===== src/rtl/boot_seq_pkg.sv =====
`timescale 1ns/1ps
package boot_seq_pkg;
  localparam int NUM_CH = 2;

  typedef enum logic [2:0] {
    S_START,
    S_IDLE,
    S_ARMED,
    S_ENABLED,
    S_PULSE,
    S_WAIT
  } seq_state_e;

  typedef enum logic [1:0] {
    PH_IDLE,
    PH_PRE,
    PH_LOW,
    PH_HOLD
  } pulse_phase_e;
endpackage


===== src/rtl/req_sync.sv =====
`timescale 1ns/1ps
module req_sync #(
  parameter int W = 4
) (
  input  logic         clk,
  input  logic         rst,
  input  logic [W-1:0] din,
  output logic [W-1:0] fall,
  output logic [W-1:0] rise
);
  logic [W-1:0] s1_q, s2_q, prev_q;

  for (genvar i = 0; i < W; i++) begin : g_line
    always_ff @(posedge clk) begin
      if (rst) begin
        s1_q[i]   <= 1'b1;
        s2_q[i]   <= 1'b1;
        prev_q[i] <= 1'b1;
      end else begin
        s1_q[i]   <= din[i];
        s2_q[i]   <= s1_q[i];
        prev_q[i] <= s2_q[i];
      end
    end
    assign fall[i] = prev_q[i] & ~s2_q[i];
    assign rise[i] = ~prev_q[i] & s2_q[i];
  end
endmodule


===== src/rtl/tick_timer.sv =====
`timescale 1ns/1ps
module tick_timer #(
  parameter int TICK_DIV      = 2833,
  parameter int STARTUP_TICKS = 750,
  parameter int TIMEOUT_TICKS = 75
) (
  input  logic clk,
  input  logic rst,
  input  logic restart,
  input  logic run,
  output logic startup_done,
  output logic expire
);
  localparam int DW = $clog2(TICK_DIV + 1);
  localparam int SW = $clog2(STARTUP_TICKS + 1);
  localparam int TW = $clog2(TIMEOUT_TICKS + 1);

  logic [DW-1:0] div_q;
  logic [SW-1:0] st_q;
  logic [TW-1:0] to_q;
  logic          tick;

  assign tick = (div_q == DW'(TICK_DIV - 1));

  always_ff @(posedge clk) begin
    if (rst) div_q <= '0;
    else if (tick) div_q <= '0;
    else div_q <= div_q + 1'b1;
  end

  always_ff @(posedge clk) begin
    if (rst) begin
      st_q         <= '0;
      startup_done <= 1'b0;
    end else if (!startup_done && tick) begin
      if (st_q == SW'(STARTUP_TICKS - 1)) startup_done <= 1'b1;
      else st_q <= st_q + 1'b1;
    end
  end

  always_ff @(posedge clk) begin
    if (rst || restart || !run) to_q <= '0;
    else if (tick) begin
      if (to_q == TW'(TIMEOUT_TICKS - 1)) to_q <= '0;
      else to_q <= to_q + 1'b1;
    end
  end

  assign expire = run && !restart && tick && (to_q == TW'(TIMEOUT_TICKS - 1));

  assert_timeout_bound_R10: assert property (@(posedge clk) disable iff (rst)
    to_q < TW'(TIMEOUT_TICKS));
  assert_startup_sticky_R2: assert property (@(posedge clk) disable iff (rst)
    startup_done |=> startup_done);
endmodule


===== src/rtl/pulse_gen.sv =====
`timescale 1ns/1ps
module pulse_gen
  import boot_seq_pkg::*;
#(
  parameter int PRE_A_CYC  = 4250,
  parameter int PRE_B_CYC  = 425,
  parameter int PULSE_CYC  = 4250,
  parameter int HOLD_A_CYC = 42500,
  parameter int HOLD_B_CYC = 8500
) (
  input  logic        clk,
  input  logic        rst,
  input  logic        start,
  input  logic        ch,
  output logic [1:0]  boot_sel,
  output logic        rst_oe,
  output logic        rst_out,
  output logic        busy,
  output logic        done
);
  localparam int MAX_PRE  = (PRE_A_CYC > PRE_B_CYC) ? PRE_A_CYC : PRE_B_CYC;
  localparam int MAX_HOLD = (HOLD_A_CYC > HOLD_B_CYC) ? HOLD_A_CYC : HOLD_B_CYC;
  localparam int MAX_PH   = (MAX_PRE > MAX_HOLD) ?
                            ((MAX_PRE > PULSE_CYC) ? MAX_PRE : PULSE_CYC) :
                            ((MAX_HOLD > PULSE_CYC) ? MAX_HOLD : PULSE_CYC);
  localparam int CW = $clog2(MAX_PH + 1);

  pulse_phase_e  phase_q;
  logic [CW-1:0] cnt_q;
  logic          ch_q;
  logic [CW-1:0] pre_len, hold_len;

  assign pre_len  = ch   ? CW'(PRE_B_CYC - 1)  : CW'(PRE_A_CYC - 1);
  assign hold_len = ch_q ? CW'(HOLD_B_CYC - 1) : CW'(HOLD_A_CYC - 1);

  always_ff @(posedge clk) begin
    if (rst) begin
      phase_q  <= PH_IDLE;
      cnt_q    <= '0;
      ch_q     <= 1'b0;
      boot_sel <= 2'b11;
      rst_oe   <= 1'b0;
      rst_out  <= 1'b1;
      busy     <= 1'b0;
      done     <= 1'b0;
    end else begin
      done <= 1'b0;
      case (phase_q)
        PH_IDLE: if (start) begin
          phase_q      <= PH_PRE;
          cnt_q        <= pre_len;
          ch_q         <= ch;
          boot_sel[ch] <= 1'b0;
          rst_oe       <= 1'b1;
          rst_out      <= 1'b1;
          busy         <= 1'b1;
        end
        PH_PRE: if (cnt_q == '0) begin
          phase_q <= PH_LOW;
          cnt_q   <= CW'(PULSE_CYC - 1);
          rst_out <= 1'b0;
        end else cnt_q <= cnt_q - 1'b1;
        PH_LOW: if (cnt_q == '0) begin
          phase_q <= PH_HOLD;
          cnt_q   <= hold_len;
          rst_out <= 1'b1;
        end else cnt_q <= cnt_q - 1'b1;
        PH_HOLD: if (cnt_q == '0) begin
          phase_q  <= PH_IDLE;
          boot_sel <= 2'b11;
          rst_oe   <= 1'b0;
          busy     <= 1'b0;
          done     <= 1'b1;
        end else cnt_q <= cnt_q - 1'b1;
        default: phase_q <= PH_IDLE;
      endcase
    end
  end

  assert_busy_tracks_drive_R8: assert property (@(posedge clk) disable iff (rst)
    busy == rst_oe);
  assert_released_high_R6: assert property (@(posedge clk) disable iff (rst)
    !rst_oe |-> rst_out);
  assert_boot_low_while_driving_R6: assert property (@(posedge clk) disable iff (rst)
    rst_oe |-> (boot_sel != 2'b11));
  assert_single_boot_low_R4: assert property (@(posedge clk) disable iff (rst)
    $onehot0(~boot_sel));
endmodule


===== src/rtl/boot_entry_seq.sv =====
`timescale 1ns/1ps
module boot_entry_seq
  import boot_seq_pkg::*;
#(
  parameter int CLK_HZ        = 4_250_000,
  parameter int TICK_HZ       = 1500,
  parameter int TICK_DIV      = CLK_HZ / TICK_HZ,
  parameter int STARTUP_TICKS = 750,
  parameter int TIMEOUT_TICKS = 75,
  parameter int PRE_A_CYC     = CLK_HZ / 1000,
  parameter int PRE_B_CYC     = CLK_HZ / 10000,
  parameter int PULSE_CYC     = CLK_HZ / 1000,
  parameter int HOLD_A_CYC    = CLK_HZ / 100,
  parameter int HOLD_B_CYC    = CLK_HZ / 500
) (
  input  logic       clk,
  input  logic       rst,
  input  logic [1:0] boot_req_n,
  input  logic [1:0] rst_req_n,
  output logic [1:0] boot_sel,
  output logic       rst_oe,
  output logic       rst_out,
  output logic       busy
);
  localparam int NLINES = 2 * NUM_CH;

  logic [NLINES-1:0] fall, rise;
  logic [1:0]        b_fall, b_rise, r_fall, r_rise;
  seq_state_e        state_q, state_d;
  logic              ch_q, ch_d;
  logic              evt, start, run, restart, expire, startup_done, pg_done;
  logic              own_other;

  req_sync #(.W(NLINES)) u_sync (
    .clk  (clk),
    .rst  (rst),
    .din  ({rst_req_n, boot_req_n}),
    .fall (fall),
    .rise (rise)
  );

  assign b_fall = fall[1:0];
  assign b_rise = rise[1:0];
  assign r_fall = fall[3:2];
  assign r_rise = rise[3:2];

  // Any edge on the owning channel other than the one expected next.
  always_comb begin
    own_other = 1'b0;
    if (state_q == S_ARMED)
      own_other = r_rise[ch_q] | b_fall[ch_q] | b_rise[ch_q];
    else if (state_q == S_ENABLED)
      own_other = r_fall[ch_q] | b_fall[ch_q] | b_rise[ch_q];
  end

  always_comb begin
    evt = 1'b0;
    case (state_q)
      S_IDLE:    evt = |b_fall;
      S_ARMED:   evt = r_fall[ch_q] | own_other;
      S_ENABLED: evt = r_rise[ch_q] | own_other;
      default:   evt = 1'b0;
    endcase
  end

  assign run     = (state_q != S_START) && (state_q != S_IDLE);
  assign restart = evt | busy | pg_done;

  tick_timer #(
    .TICK_DIV      (TICK_DIV),
    .STARTUP_TICKS (STARTUP_TICKS),
    .TIMEOUT_TICKS (TIMEOUT_TICKS)
  ) u_timer (
    .clk          (clk),
    .rst          (rst),
    .restart      (restart),
    .run          (run),
    .startup_done (startup_done),
    .expire       (expire)
  );

  always_comb begin
    state_d = state_q;
    ch_d    = ch_q;
    start   = 1'b0;
    case (state_q)
      S_START: if (startup_done) state_d = S_IDLE;
      S_IDLE: begin
        if (b_fall[0]) begin
          state_d = S_ARMED;
          ch_d    = 1'b0;
        end else if (b_fall[1]) begin
          state_d = S_ARMED;
          ch_d    = 1'b1;
        end
      end
      S_ARMED: begin
        if (r_fall[ch_q])   state_d = S_ENABLED;
        else if (own_other) state_d = S_WAIT;
        else if (expire)    state_d = S_IDLE;
      end
      S_ENABLED: begin
        if (r_rise[ch_q]) begin
          state_d = S_PULSE;
          start   = 1'b1;
        end else if (own_other) state_d = S_WAIT;
        else if (expire)        state_d = S_IDLE;
      end
      S_PULSE: if (pg_done) state_d = S_WAIT;
      S_WAIT:  if (expire)  state_d = S_IDLE;
      default: state_d = S_IDLE;
    endcase
  end

  always_ff @(posedge clk) begin
    if (rst) begin
      state_q <= S_START;
      ch_q    <= 1'b0;
    end else begin
      state_q <= state_d;
      ch_q    <= ch_d;
    end
  end

  pulse_gen #(
    .PRE_A_CYC  (PRE_A_CYC),
    .PRE_B_CYC  (PRE_B_CYC),
    .PULSE_CYC  (PULSE_CYC),
    .HOLD_A_CYC (HOLD_A_CYC),
    .HOLD_B_CYC (HOLD_B_CYC)
  ) u_pulse (
    .clk      (clk),
    .rst      (rst),
    .start    (start),
    .ch       (ch_q),
    .boot_sel (boot_sel),
    .rst_oe   (rst_oe),
    .rst_out  (rst_out),
    .busy     (busy),
    .done     (pg_done)
  );

  assert_quiet_in_startup_R2: assert property (@(posedge clk) disable iff (rst)
    (state_q == S_START) |-> (!rst_oe && boot_sel == 2'b11));
  assert_pulse_from_enabled_R5: assert property (@(posedge clk) disable iff (rst)
    $rose(busy) |-> $past(state_q == S_ENABLED));
  assert_idle_not_driving_R10: assert property (@(posedge clk) disable iff (rst)
    (state_q == S_IDLE) |-> !busy);
endmodule


===== config.mk =====
export PLATFORM = sky130hd
export DESIGN_NAME = boot_entry_seq
export DESIGN_NICKNAME = d
export VERILOG_FILES = /design/src/rtl/boot_seq_pkg.sv /design/src/rtl/req_sync.sv /design/src/rtl/tick_timer.sv /design/src/rtl/pulse_gen.sv /design/src/rtl/boot_entry_seq.sv
export SDC_FILE = /design/constraint.sdc
export NUM_CORES = 1
export LEC_CHECK = 0
export ABC_AREA = 1
export BUFFER_PORTS_ARGS = -buffer_cell sky130_fd_sc_hd__buf_2
export CAP_MARGIN = 20
export CORE_MARGIN = 4
export CORE_UTILIZATION = 30
export DETAILED_ROUTE_END_ITERATION = 8
export PLACE_DENSITY = 0.41
export SLEW_MARGIN = 30
export SYNTH_ARGS = -nofsm -noshare
export SYNTH_HDL_FRONTEND = slang
export SYNTH_SLANG_ARGS = --single-unit

===== constraint.sdc =====
create_clock -name clk -period 2.1 [get_ports clk]
set_input_delay 0.42 -clock clk [delete_from_list [all_inputs] [get_ports clk]]
set_output_delay 0.42 -clock clk [all_outputs]
set_load 0.01 [all_outputs]

After elaboration in Yosys (flattened, before gate mapping)
Index checks and enable logic that the tools add are counted.

word-level totals
  register bits = 70
  input bits = 6
  output and inout port bits = 5

cells by class
  add/subtract/negate cells = 4
  order comparisons = 2
  eq/ne operators = 20
  muxes and demuxes = 47
  bitwise gates (word level) = 28
  reductions and logical operators = 30

operators by type and width
  kind                                                   number
  2-to-1 mux 16 bit                                      5
  one-hot mux 16 bit (4 select lines)                    1
  2-to-1 mux 3 bit                                       8
  2-to-1 mux 1 bit                                       19
  one-hot mux 3 bit (6 select lines)                     1
  zero test 16 bit                                       1
  subtractor 16 x 1 -> 16 bit, second input constant     1
  2-to-1 mux 13 bit                                      1
  adder 12 x 1 -> 12 bit, second input constant          1
  equality test 12 bit, second input constant            1
  adder 10 x 1 -> 10 bit, second input constant          1
  equality test 10 bit, second input constant            1
  2-to-1 mux 2 bit                                       5
  inequality test 2 x 1 -> 1 bit, second input constant  5
  NOT 1 bit                                              10
  AND reduction 2 bit                                    5
  bitwise AND 1 bit                                      8
  bitwise OR 1 bit                                       8
  one-hot mux 2 bit (4 select lines)                     1
  AND reduction 4 bit                                    2
  adder 7 x 1 -> 7 bit, second input constant            1
  equality test 7 bit, second input constant             1
  2-to-1 mux 7 bit                                       1
  equality test 3 x 2 -> 1 bit, second input constant    2
  other kinds (24)                                       41

Depth between registers and ports, before layout
Gate-level depths: netlist (run 1).

  depth in word-level cells = 20
  depth in mapped cells = 15
  depth with buffers taken out = 14

By module
From an unflattened synthesis (run 1), not the netlist that was laid out.

unflattened totals
  cells, all modules = 652
  area, all modules = 4301.6 µm²

modules (own cells, without submodules)
  module          instances  cells each  area each (µm²)
  tick_timer      1          262         1760.4
  pulse_gen       1          265         1751.7
  boot_entry_seq  1          75          399.1
  req_sync        1          50          390.4

Least setup slack after synthesis (run 1)
No wires, ideal clock.

  path type = register to register
  from = register u_pulse.cnt_q[0]
  to = register u_pulse.cnt_q[15]
  setup time = 0.128 ns
  arrival = 1.496 ns
  data required time = 1.972 ns
  path slack = 0.477 ns
  stages on the path, launching flop included = 12
  period minus slack after synthesis = 1.623 ns
  cells stage by stage = dfxtp_1 inv_1 ha_1 nand4_1 nor2_1 nand2_1 inv_1 nand2_1 nand3_1 inv_1 a211oi_1 nor2_1

on the way
  longest elaborated chain between the ends = 3

ends and longest elaborated chain
  element                                                                            RTL line         source
  start, declared                                                                    pulse_gen.sv:29  logic [CW-1:0] cnt_q;
  start signal, assigned                                                             pulse_gen.sv:51  cnt_q <= pre_len;
  start signal, assigned                                                             pulse_gen.sv:60  cnt_q <= CW'(PULSE_CYC - 1);
  start signal, assigned                                                             pulse_gen.sv:62  end else cnt_q <= cnt_q - 1'b1;
  subtractor 16 x 1 -> 16 bit / zero test 16 bit (equally long branches)             -
  2-to-1 mux 16 bit (tied with other cells)                                          pulse_gen.sv:68  PH_HOLD: if (cnt_q == '0) begin
  one-hot mux 16 bit (4 select lines) / AND reduction 2 bit (equally long branches)  -

Parallel ways exist; a longest one is shown, timed or not. The select of a mux whose other input is x is not followed.
A chain may end at the register's enable or synchronous reset.

Worst setup path in the final report (run 1)
  from = register u_pulse.cnt_q[4]
  to = register u_pulse.cnt_q[15]

Same word-level chain as after synthesis.

==> results.yml, run 1 <==
drt:
  drt-pass1-iter-count: 4
  routed_wl_microns: 8330
  ant_nets: 0
  route.detailed.drc: 0
  drt-initial-drc-count: 201
  dr_total_vias: 3233
  avgViaCountPerCell: 4.69
  post_drt_wl_per_cell_microns: 12.1
sta:
  setup-violations-final: 0
  finClkSkew_ps: 6.63
  rsz0062_at_grt: "no"
  fin_crit_sh_pct: 93.4
  worstMarginPinSlew_ps: 694
  drv_slew: 0
  fin_setup_tns_ps: 0
  fin_crit_ps: 1960
  fmax_mhz: 510
  relSlewSlack_pct: 53.6
  fin_ws_ps: 138
  hold_violations: 0
cells_and_area:
  drive_gt1_share_pct: 11.2
  nets: 560
  area_growth_pct: 15.1
  diodes: 0
critical_path:
  critical-path-top-delay-family: "simple AND/OR/NAND/NOR gates"
  critPathSlowestCell: "dfxtp_1"
  end_kind: "flip-flop"
  crit_arrival_ps: 2180
  cp-start-kind: "flip-flop"
  path_buf_inv: 1
  critPathMostFrequentCell: "nand2_1"
  slowest_delay_ps: 370
  worstSetupPathType: "reg -> reg"
  crit_fanout: 6
  path_cells: "nor2_2 -> nand2_1 -> nor2_1 -> nand2_1 -> o21ai_0 -> nand2_1 -> nand3_1 -> inv_1 -> a211oi_1 -> nor2_1"
  cp.required_ps: 2320
power_and_ir_drop:
  power_density_nw_per_um2: 1200
  total_power_mw: 5.03
  max-vdd-ir-drop_uv: 478
  power.leakage_nw: 1.77
clock_network:
  postCtsSetupBuffers: 0
  insertion_delay_ps: 330
  cts_max_path_buffers: 2
  cts_made_buffers: 9
  clk_pin_slew_ps: 60
  clock-root-buffer: "clkbuf_16"
  htree_levels: 3
  clock-sinks: 70
  cts_tree: "yes"
hold_path:
  holdCritPathClass: "in -> reg"
place:
  dp_slack_ps: 121
  globalplace.congestion: 0.921
  numPortBuffers: 10
  dp_hpwl_microns: 6260
logic_synthesis:
  synth_cells: 517
  ys_async_sr_fraction_pct: 0
  avgSynthCellArea_sq_um: 7.07
  ys_seq_elements: 70
  synth_cell_types: 38
  synth_top_area_share_pct: 38.3
  ys_warn_count: 0
  ys_top_cells_by_area: "dfxtp_1, nand2_1, inv_1"
  syn_nets: 538
  yosysSeqAreaShare_pct: 38.3
  syn_area_sq_um: 3650
  synth_edf_count: 0
  synth_flop_cell: "dfxtp_1"
  synth_top_cell_by_area: "dfxtp_1"
global_routing:
  grt_usage_pct: 12.8
  grt.overflow.total: 0
  grt_pass1_wl_microns: 14700
  grt_pass1_vias: 3149
  grt_max_degree: 22
  antenna_found_initial: 0
floorplan:
  die_h_microns: 118
  core_area_sq_um: 12000
  initial_core_util_pct: 30.6
  die_x_microns: 118
  rows: 40
  die-area_sq_um: 14000
  boundaryPins: 11
status:
  status: "completed"
job:
  drv_cap: 0
-- path summary, 6_finish.rpt --
| path | from | to | slack [ps] | cells after the start |
|---|---|---|---|---|
| min reg2reg | u_sync.s1_q[0]$_SDFF_PP1_ | u_sync.s2_q[0]$_SDFF_PP1_ | 410 | 1 |
| min | boot_req_n[1] | u_sync.s1_q[1]$_SDFF_PP1_ | 270 | 2 |
| max | u_pulse.cnt_q[4]$_SDFFE_PP0P_ | u_pulse.cnt_q[15]$_SDFFE_PP0P_ | 140 | 10 |
| max reg2reg | u_pulse.cnt_q[4]$_SDFFE_PP0P_ | u_pulse.cnt_q[15]$_SDFFE_PP0P_ | 140 | 10 |
-- layer usage --
layer / wire length, microns / GRT usage [%] / share of wire [%] / up-vias
met3: 290 / 3.78 / 3.5 / 12
met5: 0 / 0 / 0 / -
met2: 3890 / 20.7 / 47 / 71
met1: 4010 / 16.2 / 48 / 1441
met4: 137 / 4.34 / 1.6 / 0
li1: - / - / - / 1709
-- kinds of logic after synthesis --
family	share of synthesized area [%]
buf+inv	8.97
compound gates	12.8
xor+xnor	4.31
simple gates	30.5
flops	38.3
fa+ha+maj	5.14
-- cell usage after synthesis, types with 2 or more instances --
cell and number:
inv_1 72, dfxtp_1 70, a31oi_1 2, o211ai_1 6, nor2_1 66, o21ai_0 28, nor3b_1 4, a211oi_1 4
nor2_4 3, nand4_1 8, inv_2 3, clkbuf_1 5, or2_2 11, nand2_1 105, xor2_1 13, nand3_1 21
a21oi_1 36, ha_1 15, o311ai_0 2, xnor2_1 5, nor3_1 20, o21ai_1 2
-- flip-flops by register name (all words and copies together), names as in the netlist --
register	count
ch_q	1
state_q	3
u_pulse.boot_sel	2
u_pulse.ch_q	1
u_pulse.cnt_q	16
u_pulse.done	1
u_pulse.phase_q	2
u_pulse.rst_oe	1
u_pulse.rst_out	1
u_sync.prev_q	4
u_sync.s1_q	4
u_sync.s2_q	4
u_timer.div_q	12
u_timer.st_q	10
u_timer.startup_done	1
u_timer.to_q	7
-- metrics by stage --
stage	util [%]	hold WS (ps)	area, sq um	std cells
after detailed placement	32.7	398	3910	675
final	35.2	272	4210	690
after CTS	35.0	257	4190	690
after floorplan	-	389	3650	517
after global routing	35.2	266	4210	690
after global placement	32.7	392	3910	675
-- power breakdown --
part           leakage (nW)  switching, mW  internal (mW)
sequential            0.569          0.126           1.48
clock                 0.127          0.577          0.824
combinational          1.08           1.34          0.679
-- cells in the final DEF (no fill, tap or decap), drive strengths merged --
cell / n
nor4: 2
nand3: 22
clkinv: 3
a21oi: 36
a211oi: 4
nor3: 20
a31oi: 2
and3: 1
o31ai: 1
inv: 75
nor2: 70
buf: 19
xor2: 13
or2: 11
nand2: 106
o21ai: 30
dfxtp: 70
o21a: 1
xnor2: 5
o311ai: 2
nor3b: 5
clkbuf: 10
a2111oi: 1
a22oi: 1
o211ai: 6
nand3b: 1
clkinvlp: 3
ha: 15
nand4: 8
-- area by class of cell --
type	instances	area, sq um
clock buffers	10	239
clock inverters	5	36.3
fillers	1259	7760
inverters	76	285
multi-input cells	363	1940
flip-flops and latches	70	1400
well taps	147	184
repair buffers	19	118
-- worst reg2reg max path, stage by stage, from the launching register on --
cell	delay, ps
dfxtp_1	370
nor2_2	190
nand2_1	150
nor2_1	110
nand2_1	130
o21ai_0	140
nand2_1	160
nand3_1	160
inv_1	130
a211oi_1	260
nor2_1	60
-- repair_timing --
item	in CTS	in global routing
hold buffers	0	0
gates resized for setup	0	5
setup endpoints to repair	0	8
Power figures use the tool's default switching activity.
==> run 2, diff against run 1 <==
Settings changed: CTS_CLUSTER_SIZE set to 28, TNS_END_PERCENT set to 100.
Clock period 2.1 ns to 1.83 ns, I/O delays scaled along.
==> results.yml, run 2 (same netlist as run 1, synthesis figures left out) <==
drt:
  ant_nets: 0
  wl_met3_microns: 239
  routed.top_layer: "met4"
  avgViaCountPerCell: 4.61
  drt-met1-wl_microns: 4170
  post_drt_wl_per_cell_microns: 12.2
  met2_length_microns: 4190
  routed_wl_microns: 8780
  dr_total_vias: 3304
  drt-pass1-iter-count: 4
  route.detailed.drc: 0
  drt-initial-drc-count: 120
cells_and_area:
  fin_util_pct: 37.9
  regMostFlops: "u_pulse.cnt_q"
  final_common_cell: "nand2_1"
  nets: 586
  drive_gt1_share_pct: 22.8
  area_growth_pct: 24.2
  final_area_sq_um: 4540
  diodes: 0
  n_fill_cell: 1302
  reg.largest.list: "u_pulse.cnt_q x16, u_timer.div_q x12, u_timer.st_q x10"
  regArea_sq_um: 1410
  fin_cells: 717
  multi_input_area_sq_um: 2070
  largest_reg_flops: 16
  layout_common_cells: "nand2_1, inv_1, dfxtp_1"
floorplan:
  die_h_microns: 118
  initial_core_util_pct: 30.6
  boundaryPins: 11
  core_area_sq_um: 12000
  rows: 40
  die_x_microns: 118
  die-area_sq_um: 14000
power_and_ir_drop:
  max-vdd-ir-drop_uv: 668
  power.leakage_nw: 1.93
  total_power_mw: 6.43
  power_density_nw_per_um2: 1420
status:
  status: "completed"
clock_network:
  clk_pin_slew_ps: 50
  htree_levels: 3
  clock-root-buffer: "clkbuf_16"
  cts_tree: "yes"
  cts_made_buffers: 9
  cts_max_path_buffers: 2
  clock-sinks: 70
  insertion_delay_ps: 340
global_routing:
  grt_max_degree: 19
  grt_usage_pct: 13.1
  grt_pass1_wl_microns: 14900
  grt_pass1_vias: 3179
  grt.overflow.total: 0
  antenna_found_initial: 0
sta:
  drv_slew: 0
  finClkSkew_ps: 8.40
  rsz0062_at_grt: "yes"
  fin_crit_sh_pct: 92.9
  worstMarginPinSlew_ps: 386
  fmax_mhz: 588
  hold_violations: 0
  fin_hold_ws_ps: 208
  fin_crit_ps: 1700
  setup-violations-final: 0
  relSlewSlack_pct: 74.0
critical_path:
  cp.required_ps: 2030
  path_cells: "inv_2 -> buf_4 -> ha_4 -> nand2_2 -> inv_2 -> nand2_2 -> nor3_4 -> o311ai_0 -> a21oi_1"
  worstSetupPathType: "reg -> reg"
  critPathSlowestCell: "o311ai_0"
  slowest_delay_ps: 390
  crit_arrival_ps: 1910
  end_kind: "flip-flop"
  crit_fanout: 4
  cp-start-kind: "flip-flop"
place:
  globalplace.congestion: 0.888
  dp_cells: 697
  dp_hpwl_microns: 6420
  dpl_cell_area_sq_um: 4080
  numPortBuffers: 10
job:
  drv_cap: 0
hold_path:
  holdCritPathClass: "in -> reg"
run 2: where the power goes:
group	switching (mW)	internal, mW
logic	1.78	1.19
clock network	0.657	0.947
registers	0.146	1.71
run 2: layer usage:
metal | vias to the layer above | track usage, %
met3 | 14 | 3.73
met4 | 0 | 4.85
met5 | - | 0
met2 | 32 | 22.1
li1 | 1766 | -
met1 | 1492 | 15.8
run 2: worst paths after layout:
kind	startpoint	end	slack, ps	depth (start not counted)
setup / recovery	u_pulse.cnt_q[0]$_SDFFE_PP0P_	u_pulse.cnt_q[12]$_SDFFE_PP0P_	130	9
hold reg to reg	u_sync.s1_q[2]$_SDFF_PP1_	u_sync.s2_q[2]$_SDFF_PP1_	410	1
setup reg to reg	u_pulse.cnt_q[0]$_SDFFE_PP0P_	u_pulse.cnt_q[12]$_SDFFE_PP0P_	130	9
hold / removal	boot_req_n[1]	u_sync.s1_q[1]$_SDFF_PP1_	210	2
run 2: per-stage QoR:
stage / TNS (ps) / setup slack (ps)
floorplan: 0 / 207
global placement: -43.0 / -43.0
detailed placement: -11.4 / -11.4
CTS: 0 / 35.9
global route: -103 / -72.7
finish: 0 / 129
run 2: worst max-delay path: cells and delay by family (launching register included):
| family | cells | cell delay, ps |
|---|---|---|
| AOI/OAI and AO/OA | 2 | 510 |
| DFF | 1 | 370 |
| buffers and inverters | 3 | 270 |
| and+or+nand+nor | 3 | 260 |
| adders and majority gates | 1 | 160 |
run 2: final cells by class:
| class | instances | share of cell area [%] |
|---|---|---|
| Clock buffer | 12 | 5.43 |
| Clock inverter | 4 | 0.496 |
| Inverter | 76 | 6.34 |
| Multi-Input combinational cell | 363 | 45.6 |
| Sequential cell | 70 | 31.1 |
| Tap cell | 147 | 4.05 |
| Timing Repair Buffer | 45 | 6.97 |
run 2: timing repair:
item | CTS | global route
setup endpoints to repair | 1 | 37
gates resized for setup | 1 | 62
setup buffers | 0 | 4
pin swaps | 0 | 12
hold buffers | 0 | 0
hold endpoints to repair | 0 | 0
==> run 3, diff against run 2 <==
Settings changed: ABC_AREA 1 to unset.
==> results.yml, run 3 <==
sta:
  fin_ws_ps: -60.1
  finClkSkew_ps: 9.37
  fin_crit_sh_pct: 103
  drv_slew: 0
  relSlewSlack_pct: 74.7
  setup-violations-final: 6
  worstMarginPinSlew_ps: 376
  fin_crit_ps: 1890
  rsz0062_at_grt: "yes"
  fmax_mhz: 529
  hold_violations: 0
logic_synthesis:
  avgSynthCellArea_sq_um: 8.31
  synth_edf_count: 0
  yosysSeqAreaShare_pct: 38.4
  ys_async_sr_fraction_pct: 0
  synth_top_area_share_pct: 38.4
  ys_seq_elements: 70
  synth_flop_cell: "dfxtp_1"
  syn_nets: 460
  syn_area_sq_um: 3650
  ys_top_cells_by_area: "dfxtp_1, nor2_1, ha_1"
  synthTopCellsByCount: "dfxtp_1, nor2_1, nand2_1"
  synth_cells: 439
  synth_cell_types: 62
  ys_warn_count: 0
  yosysMostFrequentCell: "dfxtp_1"
  synth_top_cell_by_area: "dfxtp_1"
floorplan:
  rows: 40
  initial_core_util_pct: 30.5
  core_area_sq_um: 12000
  die_x_microns: 118
  die_h_microns: 118
  boundaryPins: 11
  die-area_sq_um: 14000
drt:
  routed_wl_microns: 9940
  ant_nets: 0
  dr_total_vias: 3465
  drt-pass1-iter-count: 4
  avgViaCountPerCell: 5.04
  post_drt_wl_per_cell_microns: 14.4
  drt-initial-drc-count: 143
  route.detailed.drc: 0
place:
  dp_hpwl_microns: 7340
  globalplace.congestion: 0.886
  dp_cells: 664
  numPortBuffers: 10
critical_path:
  crit_fanout: 6
  cp-start-kind: "flip-flop"
  cp.required_ps: 2110
  crit_arrival_ps: 2170
  r2r-start: "state_q[1]$_SDFFE_PP0P_"
  end_kind: "flip-flop"
  worstSetupPathType: "reg -> reg"
  crit_start: "state_q[1]$_SDFFE_PP0P_"
global_routing:
  grt_pass1_vias: 3292
  grt_pass1_wl_microns: 16400
  grt_max_degree: 17
  grt_usage_pct: 14.7
  grt.overflow.total: 0
  antenna_found_initial: 0
cells_and_area:
  regMostFlops: "u_pulse.cnt_q"
  diodes: 0
  fin_util_pct: 43.2
  area_growth_pct: 41.7
  reg.largest.list: "u_pulse.cnt_q x16, u_timer.div_q x12, u_timer.st_q x10"
  final_common_cell: "buf_4"
  drive_gt1_share_pct: 39.4
  nets: 557
  layout_common_cells: "buf_4, dfxtp_1, nor2_1"
  fin_cells: 688
  largest_reg_flops: 16
clock_network:
  clock-root-buffer: "clkbuf_16"
  htree_levels: 3
  insertion_delay_ps: 340
  cts_max_path_buffers: 2
  clk_pin_slew_ps: 60
  clock-sinks: 70
  cts_tree: "yes"
  cts_made_buffers: 9
power_and_ir_drop:
  seqPwrFrac_pct: 24.0
  power_density_nw_per_um2: 1390
  switching_power_mw: 2.74
  p_int_mw: 4.43
  p_comb_share_pct: 52.1
  power.leakage_nw: 2.09
  max-vdd-ir-drop_uv: 961
  switching_share_pct: 38.2
  pwr-share-clk_pct: 23.9
hold_path:
  holdCritPathClass: "in -> reg"
  hold_start: "boot_req_n[1]"
job:
  drv_cap: 0
status:
  status: "finished with violations"
  failed_checks: "negative setup slack"
[run 3: changes by cell type after synthesis, moves of 6 or more]
cell and change:
inv_1 -56, o21ai_0 -6, or3_1 +7, clkbuf_1 +8, xor2_1 +6, and3_1 +6
nor2_1 -11, nand2_1 -73, a21oi_1 -9
[run 3: worst paths after layout]
path,slack (ps),cells past startpoint,endpoint
min,200,2,u_sync.s1_q[1]$_SDFF_PP1_
min reg2reg,410,1,u_sync.s2_q[2]$_SDFF_PP1_
max reg2reg,-60,6,u_timer.to_q[6]$_SDFFE_PP0N_
max,-60,6,u_timer.to_q[6]$_SDFFE_PP0N_
[run 3: routing by layer]
metal	global-route usage [%]	vias up	wire length [microns]
met5	0	-	0
met4	6.37	0	265
met3	3.78	21	343
met2	24.1	56	4760
met1	18.1	1621	4570
li1	-	1767	-
[run 3: stage by stage]
stage | instance area, sq um | setup TNS [ps] | total power, mW | hold WS, ps | setup slack, ps
2_1_floorplan | 3730 | -443 | 3.25 | 389 | -73.8
3_3_place_gp | 4530 | -1550 | 4.72 | 396 | -182
3_5_place_dp | 4530 | -1750 | 4.70 | 397 | -151
4_1_cts | 4930 | -297 | 6.65 | 182 | -55.2
5_1_grt | 5170 | -904 | 7.63 | 188 | -117
6_report | 5170 | -274 | 7.17 | 197 | -60.1
[run 3: cells by family after synthesis]
kind of cell | Yosys count | share of synthesized area (%)
adder cells (fa/ha/maj) | 15 | 5.15
multiplexers | 3 | 0.824
flip-flops | 70 | 38.4
AND/OR/NAND/NOR | 196 | 28.9
XOR/XNOR | 27 | 6.49
buffers and inverters | 34 | 3.81
AO/OA/AOI/OAI | 94 | 16.4
[run 3: final cells by class]
type / instances / area [sq um]
Clock buffer: 9 / 225
Tap cell: 147 / 184
Clock inverter: 7 / 61.3
Sequential cell: 70 / 1430
Timing Repair Buffer: 104 / 774
Inverter: 16 / 65.1
Fill cell: 1177 / 6790
Multi-Input combinational cell: 335 / 2430
[run 3: timing repair]
action | in CTS | in global routing
hold endpoints to repair | 0 | 0
pin swaps | 9 | 31
setup endpoints to repair | 27 | 38
buffers inserted | 5 | 3
resized for setup | 25 | 61
hold buffers | 0 | 0
[run 3: power by group through the flow]
stage | clock, mW | combinational (mW) | sequential (mW)
after detailed placement | 0 | 2.96 | 1.74
final | 1.71 | 3.74 | 1.72
after global placement | 0 | 2.98 | 1.74
after global routing | 1.84 | 4.05 | 1.73
after floorplan | 0 | 1.50 | 1.75
after CTS | 1.77 | 3.17 | 1.71
[run 3: worst max-delay path, stage by stage (launching register included)]
cell and delay, ps:
dfxtp_4 380, inv_4 40, ha_4 140, or4_4 510, a221o_1 290, or3_4 370
nor2_1 100
